**src/rtl/link_mode_ctl_pkg.sv**
```systemverilog
package link_mode_ctl_pkg;

  localparam logic SPEED_10    = 1'b0;
  localparam logic SPEED_100   = 1'b1;
  localparam logic DUPLEX_HALF = 1'b0;
  localparam logic DUPLEX_FULL = 1'b1;

  typedef struct packed {
    logic speed;
    logic duplex;
  } lmc_mode_t;

  localparam lmc_mode_t MODE_DEFAULT = '{speed: SPEED_10, duplex: DUPLEX_HALF};

endpackage

```
**src/rtl/lmc_rst_sync.sv**
```systemverilog
module lmc_rst_sync #(
  parameter int STAGES = 2
) (
  input  logic clk,
  input  logic rst_n,
  output logic rst_n_sync
);

  logic [STAGES-1:0] sync_q;

  always_ff @(posedge clk or negedge rst_n) begin
    if (!rst_n) begin
      sync_q <= '0;
    end else begin
      sync_q <= {sync_q[STAGES-2:0], 1'b1};
    end
  end

  assign rst_n_sync = sync_q[STAGES-1];

endmodule

```
**src/rtl/lmc_restart_seq.sv**
```systemverilog
// Break-link sequencer: restart detection, timer, start pulse, completion tracking.
module lmc_restart_seq #(
  parameter int BREAK_CYCLES = 30_000_000
) (
  input  logic clk,
  input  logic rst_n,
  input  logic restart_wr_i,
  input  logic link_up_i,
  input  logic an_enable_i,
  input  logic an_done_i,
  output logic break_o,
  output logic an_start_o,
  output logic neg_ok_o,
  output logic accept_o
);

  localparam int TW = (BREAK_CYCLES > 1) ? $clog2(BREAK_CYCLES) : 1;
  localparam logic [TW-1:0] RELOAD = TW'(BREAK_CYCLES - 1);

  logic          break_q, break_d;
  logic [TW-1:0] timer_q, timer_d;
  logic          timer_en;
  logic          start_q, start_d;
  logic          link_q;
  logic          neg_ok_q, neg_ok_d;

  logic link_loss, restart_ev, expire, accept;

  always_comb begin
    link_loss  = link_q & ~link_up_i & an_enable_i;
    restart_ev = restart_wr_i | link_loss;
    expire     = break_q & (timer_q == '0);
    accept     = an_done_i & ~break_q & ~start_q & ~restart_ev;

    break_d = break_q;
    if (restart_ev) begin
      break_d = 1'b1;
    end else if (expire) begin
      break_d = 1'b0;
    end

    timer_en = restart_ev | (break_q & (timer_q != '0));
    timer_d  = restart_ev ? RELOAD : (timer_q - 1'b1);

    start_d = expire & ~restart_ev & an_enable_i;

    neg_ok_d = neg_ok_q;
    if (restart_ev) begin
      neg_ok_d = 1'b0;
    end else if (accept) begin
      neg_ok_d = 1'b1;
    end
  end

  always_ff @(posedge clk or negedge rst_n) begin
    if (!rst_n) begin
      break_q  <= 1'b1;
      start_q  <= 1'b0;
      link_q   <= 1'b0;
      neg_ok_q <= 1'b0;
    end else begin
      break_q  <= break_d;
      start_q  <= start_d;
      link_q   <= link_up_i;
      neg_ok_q <= neg_ok_d;
    end
  end

  always_ff @(posedge clk or negedge rst_n) begin
    if (!rst_n) begin
      timer_q <= RELOAD;
    end else if (timer_en) begin
      timer_q <= timer_d;
    end
  end

  assign break_o    = break_q;
  assign an_start_o = start_q;
  assign neg_ok_o   = neg_ok_q;
  assign accept_o   = accept;

endmodule

```
**src/rtl/lmc_mode_resolve.sv**
```systemverilog
// Selects forced or negotiated speed/duplex; holds the negotiated result.
module lmc_mode_resolve
  import link_mode_ctl_pkg::*;
(
  input  logic      clk,
  input  logic      rst_n,
  input  logic      accept_i,
  input  logic      an_enable_i,
  input  logic      an_speed_i,
  input  logic      an_duplex_i,
  input  logic      speed_sel_i,
  input  logic      duplex_sel_i,
  output lmc_mode_t mode_o
);

  lmc_mode_t neg_q, neg_d;
  lmc_mode_t forced;

  always_comb begin
    neg_d  = '{speed: an_speed_i, duplex: an_duplex_i};
    forced = '{speed: speed_sel_i, duplex: duplex_sel_i};
    mode_o = an_enable_i ? neg_q : forced;
  end

  always_ff @(posedge clk or negedge rst_n) begin
    if (!rst_n) begin
      neg_q <= MODE_DEFAULT;
    end else if (accept_i) begin
      neg_q <= neg_d;
    end
  end

endmodule

```
**src/rtl/lmc_carrier.sv**
```systemverilog
// Carrier sense and collision from activity, gated by duplex and break.
module lmc_carrier
  import link_mode_ctl_pkg::*;
(
  input  logic quiet_i,
  input  logic duplex_i,
  input  logic tx_i,
  input  logic rx_i,
  output logic crs_o,
  output logic col_o
);

  logic half;

  always_comb begin
    half  = (duplex_i == DUPLEX_HALF);
    crs_o = ~quiet_i & (rx_i | (half & tx_i));
    col_o = ~quiet_i & half & tx_i & rx_i;
  end

endmodule

```
**src/rtl/link_mode_ctl.sv**
```systemverilog
module link_mode_ctl
  import link_mode_ctl_pkg::*;
#(
  parameter int BREAK_CYCLES = 30_000_000,
  parameter int SYNC_STAGES  = 2
) (
  input  logic clk,
  input  logic rst_n,
  input  logic an_enable_i,
  input  logic speed_sel_i,
  input  logic duplex_sel_i,
  input  logic restart_wr_i,
  input  logic link_up_i,
  input  logic an_done_i,
  input  logic an_speed_i,
  input  logic an_duplex_i,
  input  logic tx_active_i,
  input  logic rx_active_i,
  output logic restart_bit_o,
  output logic traffic_en_o,
  output logic an_start_o,
  output logic eff_speed_o,
  output logic eff_duplex_o,
  output logic crs_o,
  output logic col_o
);

  logic      rst_n_int;
  logic      brk, neg_ok, accept;
  lmc_mode_t mode;

  lmc_rst_sync #(.STAGES(SYNC_STAGES)) u_rst (
    .clk        (clk),
    .rst_n      (rst_n),
    .rst_n_sync (rst_n_int)
  );

  lmc_restart_seq #(.BREAK_CYCLES(BREAK_CYCLES)) u_seq (
    .clk          (clk),
    .rst_n        (rst_n_int),
    .restart_wr_i (restart_wr_i),
    .link_up_i    (link_up_i),
    .an_enable_i  (an_enable_i),
    .an_done_i    (an_done_i),
    .break_o      (brk),
    .an_start_o   (an_start_o),
    .neg_ok_o     (neg_ok),
    .accept_o     (accept)
  );

  lmc_mode_resolve u_mode (
    .clk          (clk),
    .rst_n        (rst_n_int),
    .accept_i     (accept),
    .an_enable_i  (an_enable_i),
    .an_speed_i   (an_speed_i),
    .an_duplex_i  (an_duplex_i),
    .speed_sel_i  (speed_sel_i),
    .duplex_sel_i (duplex_sel_i),
    .mode_o       (mode)
  );

  lmc_carrier u_crs (
    .quiet_i  (brk),
    .duplex_i (mode.duplex),
    .tx_i     (tx_active_i),
    .rx_i     (rx_active_i),
    .crs_o    (crs_o),
    .col_o    (col_o)
  );

  assign restart_bit_o = brk;
  assign traffic_en_o  = ~brk & (~an_enable_i | neg_ok);
  assign eff_speed_o   = mode.speed;
  assign eff_duplex_o  = mode.duplex;

endmodule

```
**config.mk**
```make
export PLATFORM = sky130hd
export DESIGN_NAME = link_mode_ctl
export DESIGN_NICKNAME = d
export VERILOG_FILES = /design/src/rtl/link_mode_ctl_pkg.sv /design/src/rtl/lmc_rst_sync.sv /design/src/rtl/lmc_restart_seq.sv /design/src/rtl/lmc_mode_resolve.sv /design/src/rtl/lmc_carrier.sv /design/src/rtl/link_mode_ctl.sv
export SDC_FILE = /design/constraint.sdc
export NUM_CORES = 1
export LEC_CHECK = 0
export BUFFER_PORTS_ARGS = -buffer_cell sky130_fd_sc_hd__buf_4
export CORE_UTILIZATION = 30
export CTS_CLUSTER_DIAMETER = 80
export DETAILED_ROUTE_END_ITERATION = 8
export PLACE_DENSITY = 0.57
export SETUP_SLACK_MARGIN = 0.3
export SLEW_MARGIN = 5
export SYNTH_ARGS = -nofsm -noshare
export SYNTH_HDL_FRONTEND = slang
export SYNTH_SLANG_ARGS = --single-unit
```
**constraint.sdc**
```tcl
create_clock -name clk -period 3.43 [get_ports clk]
set_input_delay 0.686 -clock clk [delete_from_list [all_inputs] [get_ports clk]]
set_output_delay 0.686 -clock clk [all_outputs]
set_load 0.02 [all_outputs]
```
==> impl_metrics.csv <==
group,metric,value,unit
outcome,status,"completed",
detailed_routing,wire_per_inst,13.93,µm
grt,grt_first_pass_wirelength,6693,µm
clocking,cts_sinks,33,
yosys,synth_top_family_by_area,"simple AND/OR/NAND/NOR gates",
floorplan,ioPinCount,19,
worst_setup_path,path_depth,5,
yosys,synth_xor_area_share,7.277,%
detailed_routing,finalWirelength,3899,µm
yosys,yosys.area_share.simple,32.68,%
detailed_routing,first_iter_violations,126,
pwr,total_power,751.0,µW
sta,setup_viol,0,
worst_setup_path,critPathBufInv,2,
clocking,path_clk_slew,70,ps
sta,fin_crit,2420,ps
worst_setup_path,crit_path_cell_trace,"buf_4, mux2_2, or2_2, nor3_1, buf_4",
yosys,syn_avg_cell_area,10.47,µm²
floorplan,rows,28,
yosys,synth_cells,184,
sta,grt_setup_unrepaired,"false",
finish,areaGrowthSynthToFinish,15.01,%
yosys,synth_edf_count,0,
grt,grt_pass1_vias,1385,
clocking,insertion_delay,290,ps
grt,grt_max_degree,23,
yosys,synthAdderAreaFrac,1.300,%
sta,clock_skew,6.441,ps
detailed_routing,vias,1419,
sta,finalHoldViolCount,0,
yosys,yosys-top-cells-area,"dfstp_2 (23%), dfrtp_1 (21%), xnor2_1 (6.4%)",
detailed_routing,detail_route.vias_per_cell,5.068,
sta,maxSlewHeadroom,41.17,%
clocking,numCtsBuffers,5,
worst_setup_path,reg2reg_depth,7,
yosys,synth.largest_area_cell,"dfstp_2",
pwr,leakage,0.0008238,µW
clocking,cts_root_buf,"clkbuf_8",
finish,drive_above_1_share,37.07,%
finish,diodes,0,
yosys,muxShareOfSynthArea,3.379,%
grt,grt_antenna_before_repair,0,
clocking,htree_levels,2,
worst_setup_path,critical_path_required,2740,ps
worst_setup_path,timing.reg2reg.setup_slack,1170,ps
finish,postLayoutCellArea,2215,µm²
worst_setup_path,cp_max_fo,6,
worst_setup_path,crit_path_max_incr_delay,340,ps
floorplan,fp.dieArea,6743,µm²
placed_design,io_buffers,18,
sta,tightestPinTransition,882.4,ps
yosys,syn_nets,198,
detailed_routing,ant_nets,0,
clocking,cts_resized,0,
worst_setup_path,crit_arrival,1730,ps
worst_setup_path,endpoint_kind,"primary output",
hold_path,min_path_type,"in2async",
yosys,synth_top_area_share,23.20,%
finish,final_core_util,36.54,%
placed_design,gp_congestion,0.7155,
yosys,synthFlopType,"dfstp_2",
yosys,async_reset_ff_share,100.0,%
worst_setup_path,reg2reg_to,"u_seq.timer_q[6]",
worst_setup_path,r2r-start,"u_seq.timer_q[0]",
floorplan,initial_utilization,31.77,%
finish,nNetsFinal,218,
worst_setup_path,slowest_stage,"mux2_2",
yosys,synthTopCellsByCount,"dfstp_2 (17), nand2_1 (17), dfrtp_1 (16), nor2_1 (16), xnor2_1 (14)",
clocking,cts_tree,"done",
yosys,synth_area,1926,µm²
floorplan,die_y,82.12,µm
floorplan,fp.dieW,82.12,µm
yosys,ys_seq_area_share,43.99,%
pwr,p_per_area,339.1,nW/µm²
sta,min_period_over_period,70.55,%
sta,finalMaxSlewViolations,0,
grt,grt_usage,13.53,%
placed_design,place_area,2123,µm²
detailed_routing,first_pass_iters,4,
sta,final.setup.tns,0,ps
sta,worst_slack,1010,ps
worst_setup_path,crit_top_cell,"buf_4",
placed_design,dp_hpwl,2730,µm
clocking,cts_setup_buffers,0,
worst_setup_path,critPathLaunchType,"input pin",
sta,fmax,413.3,MHz
yosys,synth_cell_types,47,
clocking,ctsLongestPathBuffers,2,
worst_setup_path,critPathTopFamily,"simple AND/OR/NAND/NOR gates",
detailed_routing,drc,0,
yosys,synth-seq-cells,33,
clocking,hold_buffers,0,
finish,fillers,594,
floorplan,core,6061,µm²
yosys,ys_warn_count,0,
placed_design,dp_worst_setup_slack,1010,ps
yosys,synth_compound_area_share,7.407,%
pwr,peakVddDrop,0.0002015,V
worst_setup_path,worstSetupPathType,"in2out",
flow_run,maxCapViolations,0,
grt,overflow,0,
## registers in the layout, summed over array words and instances, names as in the netlist
register          cells
u_mode.neg_q          2
u_rst.sync_q          2
u_seq.an_start_o      1
u_seq.break_o         1
u_seq.link_q          1
u_seq.neg_ok_o        1
u_seq.timer_q        25
## worst register-to-register path: stages (launching register included)
cell and delay [ps]:
dfstp_2 390, inv_1 80, ha_1 190, nor4b_2 270
and4_1 730, a21oi_2 200, and4_1 240, o21ai_1 110
## layout by cell type (no fill, tap or decap), types with 3 or more instances in the layout
cell type    n
clkbuf_8     5
o21ai_0      4
nand4_1      4
inv_1        7
nor4_4       3
nor4b_2      3
nor3_1       7
nor4_2       5
clkinvlp_4   3
dfrtp_1     16
nand2_1     17
or3_1        5
buf_4       20
dfstp_2     17
a21oi_1      9
nor3_2       4
or2_2        3
nand3_1      4
a31oi_1      3
nor2_1      16
mux2_2       4
xnor2_1     14
## how the worst max path moves through the flow
| stage | start | endpoint | slack (ps) |
|---|---|---|---|
| after global placement | an_enable_i | col_o | 1020 |
| after global routing | u_seq.timer_q[0] | u_seq.timer_q[6] | 930 |
| after CTS | an_enable_i | col_o | 1000 |
| final | an_enable_i | col_o | 1010 |
| after detailed placement | an_enable_i | col_o | 1010 |
| after floorplan | an_enable_i | col_o | 920 |
## per-stage QoR
stage                     cells  hold WS [ps]
after global placement      272         337.4
after floorplan             184         331.2
after detailed placement    272         340.2
final                       280         162.1
after CTS                   280         152.9
after global routing        280         147.1
## area by class of cell
| type | count | area, µm² | share of cell area [%] |
|---|---|---|---|
| Sequential cell | 33 | 847.1 | 38.25 |
| Clock buffer | 5 | 68.82 | 3.107 |
| Inverter | 7 | 26.28 | 1.186 |
| Clock inverter | 3 | 22.52 | 1.017 |
| Tap cell | 75 | 93.84 | 4.237 |
| Multi-Input combinational cell | 137 | 1006 | 45.42 |
| Timing Repair Buffer | 20 | 150.1 | 6.780 |
## where the power goes
group	switching (µW)	internal, µW
Combinational	23.6	19.4
Sequential	7.99	396
Clock	161	142
## routing by layer
layer | global-route usage [%] | vias to the layer above | share of wire [%]
li1 | - | 695 | -
met1 | 17.66 | 693 | 47
met2 | 21.07 | 24 | 47
met3 | 3.187 | 7 | 4.4
met4 | 6.316 | 0 | 1.5
met5 | 0 | - | 0
## cell families (layout without fill, tap and decap cells)
group                    after synthesis  in the layout
buffers and inverters                 14             35
flip-flops                            33             33
multiplexers                           6              6
XOR/XNOR                              16             16
AND/OR/NAND/NOR                       88             88
AO/OA/AOI/OAI                         24             24
other                                  1              1
adder cells (fa/ha/maj)                2              2
No activity file was read; power rests on OpenSTA's default activity.
